File: src/rtl/sar_seq_pkg.sv
// Shared types for the SAR control sequencer.
// Assumes nothing beyond a single clock domain.
package sar_seq_pkg;

    // Phases of the chip-select driven sequence.
    typedef enum logic [2:0] {
        ST_IDLE = 3'd0,
        ST_WAKE = 3'd1,
        ST_ACQ  = 3'd2,
        ST_CONV = 3'd3,
        ST_DONE = 3'd4,
        ST_READ = 3'd5
    } seq_st_t;

endpackage

File: src/rtl/sar_cs_decode.sv
// Chip-select edge decoder: flags the first cycle in which cs_n is seen low
// after having been high. Assumes cs_n is synchronous to clk.
module sar_cs_decode (
    input  logic clk,
    input  logic rst_n,
    input  logic cs_n,
    output logic cs_fall
);

    logic cs_q;

    // Remember the previous chip-select level (idle high after reset).
    always_ff @(posedge clk) begin
        if (!rst_n) cs_q <= 1'b1;
        else        cs_q <= cs_n;
    end

    // A falling edge is a high-to-low change between two samples.
    always_comb begin
        cs_fall = cs_q & ~cs_n;
    end

endmodule

File: src/rtl/sar_seq_fsm.sv
// Sequence controller: counts chip-select falling edges into wake-up,
// acquisition, conversion, result-waiting and read phases, and owns the
// reference power enable and the latched power mode.
// Assumes conv_done is a one-cycle pulse from the step engine.
module sar_seq_fsm
    import sar_seq_pkg::*;
(
    input  logic clk,
    input  logic rst_n,
    input  logic cs_fall,
    input  logic cs_n,
    input  logic rd_cnv,
    input  logic ref_ok,
    input  logic conv_done,
    output logic start_conv,
    output logic sample_hold,
    output logic eoc_n,
    output logic bus_en,
    output logic ref_en,
    output logic shdn_sel
);

    seq_st_t st_q;
    logic    ref_q;
    logic    shdn_q;

    // Phase register, reference power and power-mode latch.
    always_ff @(posedge clk) begin
        if (!rst_n) begin
            st_q   <= ST_IDLE;
            ref_q  <= 1'b0;
            shdn_q <= 1'b1;
        end else begin
            unique case (st_q)
                ST_IDLE: begin
                    if (cs_fall && !rd_cnv) begin
                        ref_q <= 1'b1;
                        st_q  <= ref_q ? ST_ACQ : ST_WAKE;
                    end
                end
                ST_WAKE: begin
                    if (ref_ok) st_q <= ST_ACQ;
                end
                ST_ACQ: begin
                    if (cs_fall) begin
                        st_q   <= ST_CONV;
                        shdn_q <= rd_cnv;
                    end
                end
                ST_CONV: begin
                    if (conv_done) begin
                        st_q <= ST_DONE;
                        if (shdn_q) ref_q <= 1'b0;
                    end
                end
                ST_DONE: begin
                    if (cs_fall && rd_cnv) st_q <= ST_READ;
                end
                ST_READ: begin
                    if (cs_n) st_q <= ST_IDLE;
                end
                default: st_q <= ST_IDLE;
            endcase
        end
    end

    // Decode phase-level outputs.
    always_comb begin
        start_conv  = (st_q == ST_ACQ) && cs_fall;
        sample_hold = (st_q == ST_CONV);
        eoc_n       = !((st_q == ST_DONE) || (st_q == ST_READ));
        bus_en      = (st_q == ST_READ);
        ref_en      = ref_q;
        shdn_sel    = shdn_q;
    end

endmodule

File: src/rtl/sar_step_engine.sv
// Successive-approximation engine: decides one result bit per
// TICKS_PER_BIT clocks, MSB first, from the comparator bit answering the
// trial code it presents. Assumes cmp_hi settles within one clock.
module sar_step_engine #(
    parameter int RES_W         = 14,
    parameter int TICKS_PER_BIT = 4
) (
    input  logic             clk,
    input  logic             rst_n,
    input  logic             start,
    input  logic             cmp_hi,
    output logic [RES_W-1:0] trial_code,
    output logic [RES_W-1:0] result,
    output logic             done
);

    localparam int IDX_W = $clog2(RES_W);
    localparam int TK_W  = $clog2(TICKS_PER_BIT + 1);
    localparam logic [IDX_W-1:0] TOP_IDX  = IDX_W'(RES_W - 1);
    localparam logic [TK_W-1:0]  LAST_TK  = TK_W'(TICKS_PER_BIT - 1);

    logic             busy_q;
    logic [IDX_W-1:0] idx_q;
    logic [TK_W-1:0]  tick_q;
    logic [RES_W-1:0] acc_q;
    logic             done_q;
    logic             last_tick;
    logic [RES_W-1:0] trial_mask;

    // Bit-step timing, decision capture and completion pulse.
    always_ff @(posedge clk) begin
        if (!rst_n) begin
            busy_q <= 1'b0;
            idx_q  <= '0;
            tick_q <= '0;
            acc_q  <= '0;
            done_q <= 1'b0;
        end else begin
            done_q <= 1'b0;
            if (start) begin
                busy_q <= 1'b1;
                idx_q  <= TOP_IDX;
                tick_q <= '0;
                acc_q  <= '0;
            end else if (busy_q) begin
                if (last_tick) begin
                    acc_q[idx_q] <= cmp_hi;
                    tick_q       <= '0;
                    if (idx_q == '0) begin
                        busy_q <= 1'b0;
                        done_q <= 1'b1;
                    end else begin
                        idx_q <= idx_q - 1'b1;
                    end
                end else begin
                    tick_q <= tick_q + 1'b1;
                end
            end
        end
    end

    // Trial code: kept bits plus the bit under test.
    always_comb begin
        last_tick  = (tick_q == LAST_TK);
        trial_mask = busy_q ? (RES_W'(1) << idx_q) : '0;
        trial_code = acc_q | trial_mask;
        result     = acc_q;
        done       = done_q;
    end

endmodule

File: src/rtl/sar_byte_mux.sv
// Output byte selector: splits the result into a low byte and a
// zero-padded high byte and gates the bus off when not enabled.
// Assumes BUS_W < RES_W <= 2*BUS_W.
module sar_byte_mux #(
    parameter int RES_W = 14,
    parameter int BUS_W = 8
) (
    input  logic [RES_W-1:0] result,
    input  logic             hb_sel,
    input  logic             en,
    output logic [BUS_W-1:0] dbus
);

    localparam int HI_W = RES_W - BUS_W;

    logic [BUS_W-1:0] hi_lane;

    // Build each high-byte lane: a result bit or a constant zero pad.
    for (genvar i = 0; i < BUS_W; i++) begin : g_lane
        if (i < HI_W) begin : g_bit
            assign hi_lane[i] = result[BUS_W+i];
        end else begin : g_pad
            assign hi_lane[i] = 1'b0;
        end
    end

    // Pick the byte and force zero while the bus is released.
    always_comb begin
        if (!en)         dbus = '0;
        else if (hb_sel) dbus = hi_lane;
        else             dbus = result[BUS_W-1:0];
    end

endmodule

File: src/rtl/sar_seq_top.sv
// Top of the SAR control sequencer: chip-select decoding, phase control,
// bit-step engine and output byte selection.
// Assumes all inputs are synchronous to clk.
module sar_seq_top #(
    parameter int RES_W         = 14,
    parameter int BUS_W         = 8,
    parameter int TICKS_PER_BIT = 4
) (
    input  logic             clk,
    input  logic             rst_n,
    input  logic             cs_n,
    input  logic             rd_cnv,
    input  logic             hb_sel,
    input  logic             cmp_hi,
    input  logic             ref_ok,
    output logic [RES_W-1:0] trial_code,
    output logic             sample_hold,
    output logic             eoc_n,
    output logic             ref_en,
    output logic             shdn_sel,
    output logic             dbus_oe,
    output logic [BUS_W-1:0] dbus
);

    logic             cs_fall;
    logic             start_conv;
    logic             conv_done;
    logic             bus_en;
    logic [RES_W-1:0] result;

    sar_cs_decode u_dec (
        .clk     (clk),
        .rst_n   (rst_n),
        .cs_n    (cs_n),
        .cs_fall (cs_fall)
    );

    sar_seq_fsm u_fsm (
        .clk         (clk),
        .rst_n       (rst_n),
        .cs_fall     (cs_fall),
        .cs_n        (cs_n),
        .rd_cnv      (rd_cnv),
        .ref_ok      (ref_ok),
        .conv_done   (conv_done),
        .start_conv  (start_conv),
        .sample_hold (sample_hold),
        .eoc_n       (eoc_n),
        .bus_en      (bus_en),
        .ref_en      (ref_en),
        .shdn_sel    (shdn_sel)
    );

    sar_step_engine #(
        .RES_W         (RES_W),
        .TICKS_PER_BIT (TICKS_PER_BIT)
    ) u_eng (
        .clk        (clk),
        .rst_n      (rst_n),
        .start      (start_conv),
        .cmp_hi     (cmp_hi),
        .trial_code (trial_code),
        .result     (result),
        .done       (conv_done)
    );

    sar_byte_mux #(
        .RES_W (RES_W),
        .BUS_W (BUS_W)
    ) u_mux (
        .result (result),
        .hb_sel (hb_sel),
        .en     (bus_en),
        .dbus   (dbus)
    );

    // Bus enable mirrors the read phase.
    always_comb begin
        dbus_oe = bus_en;
    end

endmodule

File: config.mk
export PLATFORM = sky130hd
export DESIGN_NAME = sar_seq_top
export DESIGN_NICKNAME = d
export VERILOG_FILES = /design/src/rtl/sar_seq_pkg.sv /design/src/rtl/sar_cs_decode.sv /design/src/rtl/sar_seq_fsm.sv /design/src/rtl/sar_step_engine.sv /design/src/rtl/sar_byte_mux.sv /design/src/rtl/sar_seq_top.sv
export SDC_FILE = /design/constraint.sdc
export NUM_CORES = 1
export LEC_CHECK = 0
export BUFFER_PORTS_ARGS = -buffer_cell sky130_fd_sc_hd__buf_2
export CAP_MARGIN = 5
export CORE_UTILIZATION = 58
export DETAILED_ROUTE_END_ITERATION = 16
export PLACE_DENSITY = 0.85
export SYNTH_ARGS = -nofsm -noshare
export SYNTH_HDL_FRONTEND = slang
export SYNTH_SLANG_ARGS = --single-unit
File: constraint.sdc
create_clock -name clk -period 4.6 [get_ports clk]
set_clock_uncertainty 0.15 [all_clocks]
set_input_delay 0.69 -clock clk [delete_from_list [all_inputs] [get_ports clk]]
set_output_delay 0.69 -clock clk [all_outputs]
set_load 0.1 [all_outputs]
==> metrics.md, run 1 <==
| Metric | Value |
|---|---|
| Die Area | `0.00314 mm²` |
| Mean area per synthesized cell | `between 8 and 9 µm²` |
| Final-report hold violation count | `0` |
| Peak supply drop | `0.228 mV` |
| First-pass GRT wire length | `5.92 mm` |
| Setup Buffers After CTS | `0` |
| Die Y | `56.1 µm` |
| Hold depth | `2` |
| Core area | `0.00276 mm²` |
| DRC viols | `0` |
| WP data required | `3.76 ns` |
| Period minus WS final | `2.93 ns` |
| Post-Layout Cell Count | `254` |
| Placer Congestion | `0.811` |
| WL/cell | `approximately 14 µm` |
| Hold Path Class | `reg -> reg` |
| Flop and latch count out of synthesis | `29` |
| Yosys warns | `0` |
| Worst reg2reg setup slack | `around 2.6 ns` |
| Status | `finished, final reports clean` |
| Largest net degree at the start of global routing | `20` |
| Via-to-Cell Ratio | `5.76` |
| Synthesized area | `0.00170 mm²` |
| H-tree Lvls | `2` |
| Rows | `19` |
| Die W | `between 50 and 60 µm` |
| Worst Setup Path Type | `reg -> out` |
| Unrepaired setup endpoints after global routing | `false` |
| Antenna cell count | `0` |
| CTS tree | `done` |
| Netlist cell types | `40` |
| Slew Limit Fails | `0` |
| Via count | `1464` |
| Share of layout cells above drive strength 1 | `0.206` |
| Grt ovf | `0` |
| R2R Path Start | `u_eng.idx_q[0]` |
| Register clock-pin slew on the reported worst setup and hold paths | `0.09 ns` |
| # setup viols final | `0` |
| I/O Buffers | `33` |
| Final Power | `0.000475 W` |
| CP Launch Type | `flop` |
| Hold EP | `u_eng.tick_q[1]` |
| Max FO, Critical Path | `9` |
| Mapped Nets | `210` |
| CTS sink cnt | `29` |
| CP Capture Type | `output pin` |
| CTS resizes | `0` |
| TritonCTS Buffers | `5` |
| Hold_buf cts | `0` |
| Critical Path AT | `2.09 ns` |
| Area post-placement | `0.00182 mm²` |
| Slew margin rel. | `0.513` |
| Max Fclk | `341 MHz` |
| Starting Density | `0.615` |
| Final ANT Viol Nets | `0` |
| Worst R2R Path Depth | `6` |
| TNS Setup | `0 ns` |
| Worst skew pair latency | `0.32 ns` |
| Antenna violations before repair | `0` |
| Fin crit share | `0.638` |
| Wirelength, routed | `3.49 mm` |
| Tightest Pin Transition | `0.729 ns` |
| Area grow syn2layout | `10.5%` |
| Total placed cells including tap cells | `approximately 250` |
| Number of global-route vias before repair | `1283` |
| Root Buffer | `clkbuf_4` |
| First drt pass iteration count | `4` |
| I/O pins | `34` |
| Max Cap Viol | `0` |
| Detail Placement HPWL | `roughly 2.4 mm` |
| Nets | `236` |
| Cell area after layout | `roughly 0.0019 mm²` |
| Hold Crit Start | `u_eng.tick_q[1]` |
| GRT Resource Usage Total | `0.242` |
| Sequential fraction of the synthesis area | `0.342` |
| Synthesized instance count | `197` |
| Leakage | `0.949 nW` |
| Max clock buf depth | `2` |
| Pwr dens | `253 mW/mm²` |
| Reg-to-Reg End | `u_eng.result[0]` |
| Starting DRC count in detailed routing | `34` |
[kinds of logic (layout without fill, tap and decap cells)]
logic type | after synthesis | in the layout | share of synthesized area
AND/OR/NAND/NOR | 82 | 82 | 0.262
buffers and inverters | 20 | 46 | 0.0612
XOR/XNOR | 2 | 2 | 0.0103
flip-flops | 29 | 29 | 0.342
adder cells (fa/ha/maj) | 6 | 6 | 0.0443
AO/OA/AOI/OAI | 39 | 39 | 0.165
multiplexers | 19 | 19 | 0.115
[Yosys cell counts (all sizes together)]
| cell | instances | area share |
|---|---|---|
| nor4b | 1 | 0.014 |
| nand2 | 16 | 0.041 |
| a21o | 14 | 0.062 |
| a221o | 3 | 0.018 |
| and3b | 2 | 0.010 |
| and3 | 3 | 0.011 |
| or3 | 1 | 0.0037 |
| a21boi | 2 | 0.0089 |
| a22oi | 1 | 0.0044 |
| o311ai | 1 | 0.0052 |
| nand3 | 10 | 0.030 |
| dfxtp | 29 | 0.34 |
| a31oi | 2 | 0.0074 |
| buf | 9 | 0.037 |
| clkbuf | 5 | 0.011 |
| o21a | 1 | 0.0044 |
| o21ai | 5 | 0.015 |
| xnor2 | 2 | 0.010 |
| nor3b | 4 | 0.021 |
| mux2i | 18 | 0.11 |
| nor2b | 3 | 0.011 |
| nor3 | 4 | 0.012 |
| ha | 6 | 0.044 |
| nor2 | 27 | 0.060 |
| nand4 | 2 | 0.0074 |
| nand3b | 2 | 0.0089 |
| nand2b | 5 | 0.018 |
| a211oi | 2 | 0.016 |
| mux2 | 1 | 0.0089 |
| nand4b | 2 | 0.014 |
| a21oi | 8 | 0.024 |
| inv | 6 | 0.013 |
[worst max-delay path: stages, from the launching register on]
cell	delay, ns
dfxtp_1	0.55
nor2b_1	0.25
nand2_1	0.27
nor3b_1	0.25
buf_2	0.45
[worst max-delay path by stage]
| stage | startpoint | end | depth (start not counted) |
|---|---|---|---|
| after floorplan | hb_sel | dbus[6] | 2 |
| after global placement | u_fsm.st_q[2] | dbus[6] | 4 |
| after detailed placement | u_fsm.st_q[2] | dbus[7] | 4 |
| after CTS | u_fsm.st_q[2] | dbus[7] | 4 |
| after global routing | u_fsm.st_q[2] | dbus[7] | 4 |
| final | u_fsm.st_q[2] | dbus[6] | 4 |
[per-stage QoR]
stage | hold slack [ns] | worst slack (ns) | util
2_1_floorplan | 0.299 | 0.593 | -
3_3_place_gp | 0.315 | 2.05 | 0.659
3_5_place_dp | 0.317 | 2.00 | 0.659
4_1_cts | 0.330 | 1.67 | 0.679
5_1_grt | 0.373 | 1.46 | 0.679
6_report | 0.338 | 1.67 | 0.679
[cells in the final DEF, fill, tap and decap left out, types with 5 or more instances in the layout]
master    instances
clkbuf_4          5
o21ai_0           5
dfxtp_1          29
nand2_1          14
nand2b_1          5
mux2i_1          18
buf_2            33
nor2_1           27
inv_1             6
a21oi_1           8
nand3_1          10
a21o_1           14
ha_1              6
[state kept, by name, indices dropped and copies added (netlist names)]
name and flops:
u_eng.tick_q 3, u_fsm.st_q 3, u_dec.cs_q 1, u_eng.busy_q 1, u_eng.idx_q 4, u_eng.result 14
u_fsm.shdn_sel 1, u_eng.done 1, u_fsm.ref_en 1
[area by class of cell]
cell class	count	area, µm²
well taps	31	38.8
repair buffers	33	165
clock buffers	7	55.1
fillers	245	885
inverters	6	22.5
multi-input cells	148	1010
flip-flops and latches	29	581
[layer usage]
layer | vias up | track usage | wire (µm)
met5 | - | 0 | 0
met4 | 0 | 0.0836 | 33
met3 | 4 | 0.0698 | 176
met2 | 39 | 0.364 | 1590
met1 | 683 | 0.331 | 1690
li1 | 738 | - | -
[where the power goes]
part            total, W  internal (W)  switching, W
Clock           0.000156     0.0000720     0.0000837
Sequential      0.000266      0.000256     0.0000104
Combinational  0.0000527     0.0000194     0.0000333
(Power assumes the default switching activity.)
==> inputs of run 2 (changes only) <==
- CORE_UTILIZATION: 58 -> 49
- PLACE_DENSITY: 0.85 -> 0.76
- clock period: 4.6 -> 2.4 ns (I/O delays scaled with it)
==> metrics.md, run 2 (same netlist as run 1, synthesis figures left out) <==
| Metric | Value |
|---|---|
| First-pass GRT wire length | `6.08 mm` |
| Area grow syn2layout | `22.5%` |
| Pwr dens | `431 mW/mm²` |
| Largest net degree at the start of global routing | `20` |
| Antenna cell count | `0` |
| Nets | `238` |
| Share of layout cells above drive strength 1 | `0.230` |
| Root Buffer | `clkbuf_4` |
| Area post-placement | `0.00199 mm²` |
| Slew margin rel. | `0.674` |
| Grt ovf | `0` |
| Antenna violations before repair | `0` |
| Worst Setup Path Type | `reg -> out` |
| Final core utilization | `0.654` |
| Slew Limit Fails | `0` |
| TritonCTS Buffers | `5` |
| Hold Path Class | `in -> reg` |
| Fillers | `272` |
| Cell area after layout | `0.00208 mm²` |
| Core area | `0.00318 mm²` |
| NetSw | `0.000251 W` |
| CP Launch Type | `flop` |
| Sequential Power Share | `0.568` |
| Via-to-Cell Ratio | `5.61` |
| Fin crit share | `0.958` |
| Final Power | `0.000896 W` |
| Max Fclk | `between 400 and 500 MHz` |
| Max Cap Viol | `0` |
| DRC viols | `0` |
| Max reg flops | `14` |
| Die W | `60.8 µm` |
| Unrepaired setup endpoints after global routing | `false` |
| Critical Path AT | `approximately 1.8 ns` |
| WL/cell | `13.9 µm` |
| Register clock-pin slew on the reported worst setup and hold paths | `0.09 ns` |
| Leakage | `0.971 nW` |
| Slowest stage cell on the critical path | `nor3b_2` |
| First drt pass iteration count | `6` |
| Worst path max stage delay | `approximately 0.43 ns` |
| Period minus WS final | `2.30 ns` |
| Final ANT Viol Nets | `0` |
| Clock network power share | `0.316` |
| Worst-path cell chain | `nor3b_2, a21o_1, buf_2` |
| Status | `finished, final reports clean` |
| CTS tree | `done` |
| CTS sink cnt | `29` |
| Max FO, Critical Path | `12` |
| Hold_buf cts | `0` |
| Placer Congestion | `0.815` |
| Tightest Pin Transition | `0.493 ns` |
| GRT Resource Usage Total | `0.226` |
| Power share of the combinational group | `0.116` |
| TNS Setup | `0 ns` |
| Int Pwr | `0.000645 W` |
| Max clock buf depth | `2` |
| Die Y | `60.8 µm` |
| # setup viols final | `0` |
| Via count | `1515` |
| Most frequent cells in the layout | `dfxtp_1, nor2_1, mux2i_1, clkbuf_4, a21o_1` |
| Starting Density | `0.533` |
| I/O pins | `34` |
| Rows | `20` |
| Sw Ratio | `0.280` |
| Total placed cells including tap cells | `262` |
| WP data required | `1.89 ns` |
| Die Area | `0.00370 mm²` |
| Commonest non-fill, non-tap cell in the layout | `dfxtp_1` |
| Starting DRC count in detailed routing | `56` |
| Peak supply drop | `0.336 mV` |
| Final-report hold violation count | `0` |
| H-tree Lvls | `2` |
| Post-Layout Cell Count | `270` |
| Worst skew pair latency | `0.33 ns` |
| Wirelength, routed | `3.76 mm` |
| Detail Placement HPWL | `approximately 2.7 mm` |
| CP Capture Type | `output pin` |
| Number of global-route vias before repair | `between 1k and 1.5k` |
| I/O Buffers | `33` |
## run 2: what timing repair did
action / 4_1_cts / 5_1_grt
setup buffers: 0 / 0
setup endpoints to repair: 8 / 19
gates resized for setup: 1 / 13
## run 2: path summary, 6_finish.rpt
| check | to | slack [ns] | from | cells past startpoint |
|---|---|---|---|---|
| worst min register to register | u_eng.tick_q[1] | 0.34 | u_eng.tick_q[1] | 2 |
| worst max-delay path | trial_code[3] | 0.10 | u_eng.idx_q[3] | 3 |
| worst max register to register | u_eng.result[0] | 0.41 | u_eng.idx_q[0] | 6 |
| worst min-delay path | u_fsm.shdn_sel | 0.17 | rd_cnv | 3 |
## run 2: critical path: cells and delay by family, from the launching register on
family          cells  cell delay, ns
buf+inv             1            0.42
simple gates        1            0.43
flops               1            0.42
compound gates      1            0.18
## run 2: cell type report
type	count	area (µm²)	share of cell area
repair buffers	35	343	0.165
inverters	6	22.5	0.0108
multi-input cells	148	1030	0.494
well taps	44	55.1	0.0265
clock buffers	8	48.8	0.0235
flip-flops and latches	29	582	0.280
## run 2: through the flow
stage,hold slack [ns],setup slack (ns)
2_1_floorplan,0.283,-0.242
3_3_place_gp,0.308,0.389
3_5_place_dp,0.321,0.310
4_1_cts,0.158,0.0176
5_1_grt,0.176,0.0169
6_report,0.165,0.101
## run 2: power by group through the flow
stage                     clock network (W)  logic [W]  registers, W
final                              0.000283   0.000104      0.000509
after floorplan                           0  0.0000873      0.000520
after global placement                    0   0.000102      0.000520
after detailed placement                  0   0.000103      0.000520
after CTS                          0.000287   0.000103      0.000509
after global routing               0.000317   0.000112      0.000512
## run 2: metal layers
layer	vias to the layer above	part of all wire	GRT usage	wire length (µm)
met5	-	0	0	0
met4	0	0.022	0.0974	81
met3	10	0.043	0.0576	160
met2	32	0.47	0.352	1780
met1	729	0.46	0.298	1740
li1	744	-	-	-
